===== src/rtl/gpio_chg_pkg.sv =====
package gpio_chg_pkg;
  localparam int unsigned ADDR_W = 2;

  typedef enum logic [ADDR_W-1:0] {
    REG_DATA = 2'd0,
    REG_IEN  = 2'd1,
    REG_BYP  = 2'd2,
    REG_MODE = 2'd3
  } reg_addr_e;
endpackage


===== src/rtl/gpio_chg_rstsync.sv =====
module gpio_chg_rstsync (
  input  logic clk,
  input  logic rst_n,
  output logic rst_ni
);
  logic s1_q, s2_q;

  always_ff @(posedge clk or negedge rst_n) begin
    if (!rst_n) begin
      s1_q <= 1'b0;
      s2_q <= 1'b0;
    end else begin
      s1_q <= 1'b1;
      s2_q <= s1_q;
    end
  end

  assign rst_ni = s2_q;
endmodule


===== src/rtl/gpio_chg_sync.sv =====
module gpio_chg_sync #(
  parameter int unsigned W = 8
) (
  input  logic         clk,
  input  logic         rst_ni,
  input  logic [W-1:0] d,
  output logic [W-1:0] q
);
  logic [W-1:0] s1_q, s2_q;
  logic [W-1:0] s1_d, s2_d;

  always_comb begin
    s1_d = d;
    s2_d = s1_q;
  end

  always_ff @(posedge clk or negedge rst_ni) begin
    if (!rst_ni) begin
      s1_q <= '0;
      s2_q <= '0;
    end else begin
      s1_q <= s1_d;
      s2_q <= s2_d;
    end
  end

  assign q = s2_q;


  sync_stage_chk: assert property (@(posedge clk) disable iff (!rst_ni)
    s2_q == $past(s1_q));
endmodule


===== src/rtl/gpio_chg_regs.sv =====
module gpio_chg_regs
  import gpio_chg_pkg::*;
#(
  parameter int unsigned W = 8
) (
  input  logic              clk,
  input  logic              rst_ni,
  input  logic              bus_sel,
  input  logic              bus_wr,
  input  logic [ADDR_W-1:0] bus_addr,
  input  logic [W-1:0]      bus_wdata,
  output logic [W-1:0]      bus_rdata,
  input  logic [W-1:0]      pins_s,
  output logic [W-1:0]      dout,
  output logic [W-1:0]      ien,
  output logic [W-1:0]      bsel,
  output logic              mode,
  output logic [W-1:0]      last_rd
);
  logic [W-1:0] dout_q, dout_d;
  logic [W-1:0] ien_q, ien_d;
  logic [W-1:0] bsel_q, bsel_d;
  logic [W-1:0] lat_q, lat_d;
  logic         mode_q, mode_d;
  logic         wr_en, rd_en;
  logic         data_rd;
  reg_addr_e    addr;

  always_comb begin
    addr    = reg_addr_e'(bus_addr);
    wr_en   = bus_sel & bus_wr;
    rd_en   = bus_sel & ~bus_wr;
    data_rd = rd_en & (addr == REG_DATA);
  end

  always_comb begin
    dout_d = dout_q;
    ien_d  = ien_q;
    bsel_d = bsel_q;
    mode_d = mode_q;
    lat_d  = lat_q;
    if (wr_en) begin
      case (addr)
        REG_DATA: dout_d = bus_wdata;
        REG_IEN:  ien_d  = bus_wdata;
        REG_BYP:  bsel_d = bus_wdata;
        REG_MODE: mode_d = bus_wdata[0];
        default:  ;
      endcase
    end
    if (data_rd) begin
      lat_d = pins_s;
    end
  end

  always_ff @(posedge clk or negedge rst_ni) begin
    if (!rst_ni) begin
      dout_q <= '0;
      ien_q  <= '0;
      bsel_q <= '0;
      mode_q <= 1'b0;
      lat_q  <= '0;
    end else begin
      dout_q <= dout_d;
      ien_q  <= ien_d;
      bsel_q <= bsel_d;
      mode_q <= mode_d;
      lat_q  <= lat_d;
    end
  end

  always_comb begin
    bus_rdata = '0;
    if (rd_en) begin
      case (addr)
        REG_DATA: bus_rdata = pins_s;
        REG_IEN:  bus_rdata = ien_q;
        REG_BYP:  bus_rdata = bsel_q;
        REG_MODE: bus_rdata = {{(W-1){1'b0}}, mode_q};
        default:  bus_rdata = '0;
      endcase
    end
  end

  assign dout    = dout_q;
  assign ien     = ien_q;
  assign bsel    = bsel_q;
  assign mode    = mode_q;
  assign last_rd = lat_q;


  latch_load_chk: assert property (@(posedge clk) disable iff (!rst_ni)
    (bus_sel && !bus_wr && bus_addr == 2'd0) |=> (last_rd == $past(pins_s)));


  latch_hold_chk: assert property (@(posedge clk) disable iff (!rst_ni)
    !(bus_sel && !bus_wr && bus_addr == 2'd0) |=> $stable(last_rd));
endmodule


===== src/rtl/gpio_chg_irq.sv =====
module gpio_chg_irq #(
  parameter int unsigned W = 8
) (
  input  logic         clk,
  input  logic         rst_ni,
  input  logic [W-1:0] pins_s,
  input  logic [W-1:0] last_rd,
  input  logic [W-1:0] ien,
  input  logic         mode,
  output logic         irq
);
  logic [W-1:0] req;

  for (genvar i = 0; i < W; i++) begin : g_pin
    logic lvl_hit, chg_hit;
    always_comb begin
      lvl_hit = ~pins_s[i];
      chg_hit = pins_s[i] ^ last_rd[i];
      req[i]  = ien[i] & (mode ? chg_hit : lvl_hit);
    end
  end

  assign irq = |req;


  irq_mask_chk: assert property (@(posedge clk) disable iff (!rst_ni)
    (ien == '0) |-> !irq);


  irq_level_chk: assert property (@(posedge clk) disable iff (!rst_ni)
    (!mode && ((ien & ~pins_s) != '0)) |-> irq);


  irq_change_chk: assert property (@(posedge clk) disable iff (!rst_ni)
    (mode && ((ien & (pins_s ^ last_rd)) == '0)) |-> !irq);
endmodule


===== src/rtl/gpio_chg_outmux.sv =====
module gpio_chg_outmux #(
  parameter int unsigned W = 8
) (
  input  logic         clk,
  input  logic         rst_ni,
  input  logic [W-1:0] dout,
  input  logic [W-1:0] alt_data,
  input  logic [W-1:0] bsel,
  input  logic [W-1:0] hw_bypass,
  output logic [W-1:0] pin_out
);
  for (genvar i = 0; i < W; i++) begin : g_bit
    logic use_alt;
    always_comb begin
      use_alt    = bsel[i] | hw_bypass[i];
      pin_out[i] = use_alt ? alt_data[i] : dout[i];
    end
  end


  out_direct_chk: assert property (@(posedge clk) disable iff (!rst_ni)
    ((bsel | hw_bypass) == '0) |-> (pin_out == dout));


  out_bypass_chk: assert property (@(posedge clk) disable iff (!rst_ni)
    ((bsel | hw_bypass) == '1) |-> (pin_out == alt_data));
endmodule


===== src/rtl/gpio_chg_port.sv =====
module gpio_chg_port
  import gpio_chg_pkg::*;
#(
  parameter int unsigned W = 8
) (
  input  logic              clk,
  input  logic              rst_n,
  input  logic              bus_sel,
  input  logic              bus_wr,
  input  logic [ADDR_W-1:0] bus_addr,
  input  logic [W-1:0]      bus_wdata,
  output logic [W-1:0]      bus_rdata,
  input  logic [W-1:0]      pin_in,
  input  logic [W-1:0]      alt_data,
  input  logic [W-1:0]      hw_bypass,
  output logic [W-1:0]      pin_out,
  output logic              irq
);
  logic         rst_ni;
  logic [W-1:0] pins_s;
  logic [W-1:0] dout, ien, bsel, last_rd;
  logic         mode;

  gpio_chg_rstsync u_rst (
    .clk    (clk),
    .rst_n  (rst_n),
    .rst_ni (rst_ni)
  );

  gpio_chg_sync #(.W(W)) u_sync (
    .clk    (clk),
    .rst_ni (rst_ni),
    .d      (pin_in),
    .q      (pins_s)
  );

  gpio_chg_regs #(.W(W)) u_regs (
    .clk       (clk),
    .rst_ni    (rst_ni),
    .bus_sel   (bus_sel),
    .bus_wr    (bus_wr),
    .bus_addr  (bus_addr),
    .bus_wdata (bus_wdata),
    .bus_rdata (bus_rdata),
    .pins_s    (pins_s),
    .dout      (dout),
    .ien       (ien),
    .bsel      (bsel),
    .mode      (mode),
    .last_rd   (last_rd)
  );

  gpio_chg_irq #(.W(W)) u_irq (
    .clk     (clk),
    .rst_ni  (rst_ni),
    .pins_s  (pins_s),
    .last_rd (last_rd),
    .ien     (ien),
    .mode    (mode),
    .irq     (irq)
  );

  gpio_chg_outmux #(.W(W)) u_out (
    .clk       (clk),
    .rst_ni    (rst_ni),
    .dout      (dout),
    .alt_data  (alt_data),
    .bsel      (bsel),
    .hw_bypass (hw_bypass),
    .pin_out   (pin_out)
  );


  reset_quiet_chk: assert property (@(posedge clk)
    !rst_ni |-> (!irq && bus_rdata == '0));
endmodule


===== config.mk =====
export PLATFORM = sky130hd
export DESIGN_NAME = gpio_chg_port
export DESIGN_NICKNAME = d
export VERILOG_FILES = /design/src/rtl/gpio_chg_pkg.sv /design/src/rtl/gpio_chg_rstsync.sv /design/src/rtl/gpio_chg_sync.sv /design/src/rtl/gpio_chg_regs.sv /design/src/rtl/gpio_chg_irq.sv /design/src/rtl/gpio_chg_outmux.sv /design/src/rtl/gpio_chg_port.sv
export SDC_FILE = /design/constraint.sdc
export NUM_CORES = 1
export LEC_CHECK = 0
export BUFFER_PORTS_ARGS = -buffer_cell sky130_fd_sc_hd__buf_2
export CELL_PAD_IN_SITES_DETAIL_PLACEMENT = 1
export CELL_PAD_IN_SITES_GLOBAL_PLACEMENT = 1
export CORE_UTILIZATION = 45
export CTS_CLUSTER_SIZE = 20
export DETAILED_ROUTE_END_ITERATION = 10
export PLACE_DENSITY = 0.9
export SLEW_MARGIN = 30
export SYNTH_ARGS = -nofsm -noshare
export SYNTH_HDL_FRONTEND = slang
export SYNTH_SLANG_ARGS = --single-unit

===== constraint.sdc =====
create_clock -name clk -period 4.6 [get_ports clk]
set_input_delay 0.69 -clock clk [delete_from_list [all_inputs] [get_ports clk]]
set_output_delay 0.69 -clock clk [all_outputs]
set_load 0.05 [all_outputs]

==> flow_summary.html <==
<table>
<tr><th>Metric</th><th>Value</th></tr>
<tr><th colspan="2">Route</th></tr>
<tr><td>Total met2 wirelength after detailed routing</td><td>2.349 mm</td></tr>
<tr><td>Length of routed met3 wiring</td><td>184 microns</td></tr>
<tr><td>TritonRoute pass-1 iters</td><td>4</td></tr>
<tr><td>Violation count after the first detailed-routing iteration</td><td>81</td></tr>
<tr><td>Final Routed Wirelength</td><td>4.620 mm</td></tr>
<tr><td>Detailed-routing wirelength on met1</td><td>2.001 mm</td></tr>
<tr><td>Routed WL per cell</td><td>15.99 microns</td></tr>
<tr><td>Post-detailed-route via-to-cell ratio</td><td>5.111</td></tr>
<tr><td>Antenna violation net count after detailed routing</td><td>0</td></tr>
<tr><td>Number of DRC violations after detailed routing</td><td>0</td></tr>
<tr><td>Top layer in use</td><td>met4</td></tr>
<tr><td>Total vias in the final route</td><td>1477</td></tr>
<tr><th colspan="2">Pwr</th></tr>
<tr><td>Combinational group share of total power</td><td>22.8%</td></tr>
<tr><td>Total net switching power</td><td>0.0003532 W</td></tr>
<tr><td>Sequential fraction of design power</td><td>49.9%</td></tr>
<tr><td>Leakage power summed over all cells</td><td>1.229 nW</td></tr>
<tr><td>Maximum vdd ir drop</td><td>0.2451 mV</td></tr>
<tr><td>Sw Ratio</td><td>30.38%</td></tr>
<tr><td>Internal power</td><td>0.0008094 W</td></tr>
<tr><td>PwrDens</td><td>435.0 nW/um^2</td></tr>
<tr><td>Clock power frac</td><td>27.2%</td></tr>
<tr><th colspan="2">Clock network</th></tr>
<tr><td>Number of clock sinks</td><td>51</td></tr>
<tr><td>Total number of H-tree levels</td><td>2</td></tr>
<tr><td>Root buffer selected by CTS</td><td>sky130_fd_sc_hd__clkbuf_8</td></tr>
<tr><td>CTS buffer count</td><td>5</td></tr>
<tr><td>Number of gates resized after CTS</td><td>0</td></tr>
<tr><td>Clock slew at the register clock pins of the worst setup and hold paths</td><td>0.09 ns</td></tr>
<tr><td>Number of buffers added to fix hold violations after cts</td><td>0</td></tr>
<tr><td>Deepest clock path buffer count</td><td>2</td></tr>
<tr><td>Clock tree from TritonCTS</td><td>built</td></tr>
<tr><td>Worst skew pair latency</td><td>0.30 ns</td></tr>
<tr><td>Buffers inserted during post-CTS setup optimization</td><td>0</td></tr>
<tr><th colspan="2">Layout</th></tr>
<tr><td>Commonest non-fill, non-tap cell in the layout</td><td>sky130_fd_sc_hd__buf_2</td></tr>
<tr><td>Antenna diode count</td><td>0</td></tr>
<tr><td>Final core utilization</td><td>56.21%</td></tr>
<tr><td>Post-route standard cell area excluding fillers</td><td>2673 sq um</td></tr>
<tr><td>Area Growth Syn to Fin</td><td>19.66%</td></tr>
<tr><td>Most frequent cells in the layout</td><td>sky130_fd_sc_hd__buf_2, sky130_fd_sc_hd__dfrtp_1, sky130_fd_sc_hd__mux2_2</td></tr>
<tr><td>Layout Nets</td><td>259</td></tr>
<tr><td>Ratio of cells with drive above 1 in the final layout</td><td>48.65%</td></tr>
<tr><th colspan="2">STA</th></tr>
<tr><td>RSZ-0062 raised after global routing</td><td>false</td></tr>
<tr><td>Setup clock skew after layout</td><td>0.006184 ns</td></tr>
<tr><td>Actual slew at the worst max-slew pin</td><td>0.6183 ns</td></tr>
<tr><td>Final min period</td><td>2.793 ns</td></tr>
<tr><td>Max-slew violation total from the final report</td><td>0</td></tr>
<tr><td>Worst slew margin relative to its limit</td><td>58.78%</td></tr>
<tr><td>Final setup violation count</td><td>0</td></tr>
<tr><td>Tcrit/Tclk final</td><td>60.71%</td></tr>
<tr><td>Worst slack on hold paths</td><td>0.1475 ns</td></tr>
<tr><td>Final setup TNS</td><td>0 ns</td></tr>
<tr><td>Max Fclk</td><td>358.1 MHz</td></tr>
<tr><td>Fin. Hold Viols</td><td>0</td></tr>
<tr><th colspan="2">Worst setup path</th></tr>
<tr><td>Worst path arrival time</td><td>2.10 ns</td></tr>
<tr><td>Setup slack, reg-to-reg</td><td>3.72 ns</td></tr>
<tr><td>Slowest stage cell on the critical path</td><td>sky130_fd_sc_hd__nor2b_1</td></tr>
<tr><td>Worst Setup End Kind</td><td>primary output</td></tr>
<tr><td>Count of cells along the worst register-to-register path</td><td>1</td></tr>
<tr><td>Worst Path Required</td><td>3.91 ns</td></tr>
<tr><td>Longest individual stage delay on the worst path</td><td>0.56 ns</td></tr>
<tr><td>Most frequent cell on the critical path</td><td>sky130_fd_sc_hd__buf_2</td></tr>
<tr><td>Setup crit start</td><td>bus_addr[1]</td></tr>
<tr><td>FF-to-FF Start</td><td>u_regs.mode$_DFFE_PN0P_</td></tr>
<tr><td>Category of the most critical setup path</td><td>in2out</td></tr>
<tr><td>Biggest fanout along the worst timing path</td><td>13</td></tr>
<tr><td>R2r endpoint</td><td>u_regs.mode$_DFFE_PN0P_</td></tr>
<tr><td>Critical Path, Cell by Cell</td><td>buf_2 -&gt; nor2b_1 -&gt; a21oi_1 -&gt; nor2_1 -&gt; buf_2</td></tr>
<tr><td>Element type at the critical path start</td><td>input port</td></tr>
<tr><td>Worst Setup EP</td><td>bus_rdata[3]</td></tr>
<tr><th colspan="2">Yosys</th></tr>
<tr><td>Async set or reset register ratio after synthesis</td><td>100.0%</td></tr>
<tr><td>Count of unique library cells instantiated by Yosys</td><td>19</td></tr>
<tr><td>Number of warnings reported in the yosys synthesis log</td><td>0</td></tr>
<tr><td>Post-synthesis net count</td><td>202</td></tr>
<tr><td>Sequential cell area fraction in the yosys report</td><td>57.14%</td></tr>
<tr><td>Summed instance area of the synthesized netlist</td><td>2233 sq um</td></tr>
<tr><td>Number of flops mapped to enable cells by yosys</td><td>0</td></tr>
<tr><td>Avg Cell Area, Syn</td><td>13.62 sq um</td></tr>
<tr><td>Yosys reg bits</td><td>51</td></tr>
<tr><td>Commonest register cell after synthesis</td><td>sky130_fd_sc_hd__dfrtp_1</td></tr>
<tr><td>Gate count after technology mapping</td><td>164</td></tr>
<tr><th colspan="2">Die</th></tr>
<tr><td>Die span in x</td><td>72.45 microns</td></tr>
<tr><td>Core Area</td><td>4755 sq um</td></tr>
<tr><td>Initial cell density of the core</td><td>46.97%</td></tr>
<tr><td>Height of the die</td><td>72.45 microns</td></tr>
<tr><td>Area of the die</td><td>5249 sq um</td></tr>
<tr><td>IO Pins</td><td>55</td></tr>
<tr><td>Site row count</td><td>25</td></tr>
<tr><th colspan="2">Run status</th></tr>
<tr><td>Status</td><td>finished, final reports clean</td></tr>
<tr><th colspan="2">Placed design</th></tr>
<tr><td>Quantity of I/O buffers inserted on ports</td><td>54</td></tr>
<tr><td>HPWL reported at the end of detailed placement</td><td>3.501 mm</td></tr>
<tr><td>Routability-driven placement congestion ratio</td><td>0.8105</td></tr>
<tr><td>Post-DP Area</td><td>2556 sq um</td></tr>
<tr><th colspan="2">Global routing</th></tr>
<tr><td>First-pass GRT wire length</td><td>7.762 mm</td></tr>
<tr><td>Vias in the first global route</td><td>1612</td></tr>
<tr><td>Combined global-route utilization of all metal layers</td><td>19.86%</td></tr>
<tr><td>Leftover overflow at the end of global routing</td><td>0</td></tr>
<tr><td>Initial antenna violation count</td><td>0</td></tr>
<tr><td>Maximum number of pins on one net before global-route repair</td><td>50</td></tr>
<tr><th colspan="2">Flow run</th></tr>
<tr><td>Number of max-cap violations</td><td>0</td></tr>
<tr><th colspan="2">Hold path</th></tr>
<tr><td>Class of the tightest hold or removal check</td><td>in2async</td></tr>
</table>
## flip-flops by register name, summed over array words and instances (netlist names)
signal and cells:
u_sync.q 8, u_sync.s1_q 8, u_regs.dout 8, u_rst.rst_ni 1, u_regs.ien 8, u_regs.mode 1
u_rst.s1_q 1, u_regs.last_rd 8, u_regs.bsel 8
## through the flow
step / std cells / worst slack (ns) / power [W]
2_1_floorplan: 164 / 2.142 / 0.0007816
3_3_place_gp: 281 / 1.888 / 0.0008411
3_5_place_dp: 281 / 1.808 / 0.0008584
4_1_cts: 289 / 1.801 / 0.001176
5_1_grt: 289 / 1.620 / 0.001224
6_report: 289 / 1.807 / 0.001163
## per-layer routing
metal	vias to the layer above	GRT usage (%)
met5	-	0
met3	9	4.444
met4	0	7.625
li1	686	-
met1	739	25.21
met2	43	33.23
## critical path: cells and delay by family
kind / cells / cell delay [ns]
AO/OA/AOI/OAI: 1 / 0.15
buffers and inverters: 2 / 0.55
AND/OR/NAND/NOR: 2 / 0.71
## kinds of logic (layout without fill, tap and decap cells)
logic type      after synthesis  in the layout  synth area share (%)
mux                          49             49                 24.99
flops                        51             51                 57.14
simple gates                 40             40                 10.08
compound gates               11             11                 2.913
buf+inv                       4             62                 1.568
xor+xnor                      8              8                 3.137
other cells                   1              1                0.1679
## layout make-up
type / instances / area (sq um)
Clock buffer: 5 / 68.82
Clock inverter: 3 / 47.55
Fill cell: 524 / 2082
Multi-Input combinational cell: 109 / 922.1
Sequential cell: 51 / 1280
Tap cell: 67 / 83.83
Timing Repair Buffer: 54 / 270.3
## worst min path at each step
stage | start | endpoint | depth (start not counted)
after floorplan | u_rst.s1_q$_DFF_PN0_ | u_rst.rst_ni$_DFF_PN0_ | 0
after global placement | u_sync.s1_q[4]$_DFF_PN0_ | u_sync.q[4]$_DFF_PN0_ | 0
after detailed placement | u_sync.s1_q[3]$_DFF_PN0_ | u_sync.q[3]$_DFF_PN0_ | 0
after CTS | rst_n | u_rst.rst_ni$_DFF_PN0_ | 1
after global routing | rst_n | u_rst.s1_q$_DFF_PN0_ | 1
final | rst_n | u_rst.rst_ni$_DFF_PN0_ | 1
## power by group through the flow
stage	registers, W	clock network [W]	logic (W)
global placement	0.000586	0	0.000255
CTS	0.000583	0.000324	0.000269
finish	0.000581	0.000317	0.000265
detailed placement	0.000592	0	0.000267
floorplan	0.000567	0	0.000215
global route	0.000593	0.000343	0.000288
## Yosys cell counts, drive strengths merged, types with 2 or more instances
cell type | n | area share (%)
a21oi | 7 | 1.6
mux2i | 7 | 3.1
dfrtp | 51 | 57
xnor2 | 8 | 3.1
nand4 | 2 | 0.56
buf | 4 | 1.6
nor3 | 2 | 1.5
a22oi | 4 | 1.3
mux2 | 41 | 21
nor2 | 22 | 3.7
nor2b | 10 | 2.8
No activity file was read; power rests on OpenSTA's default activity.
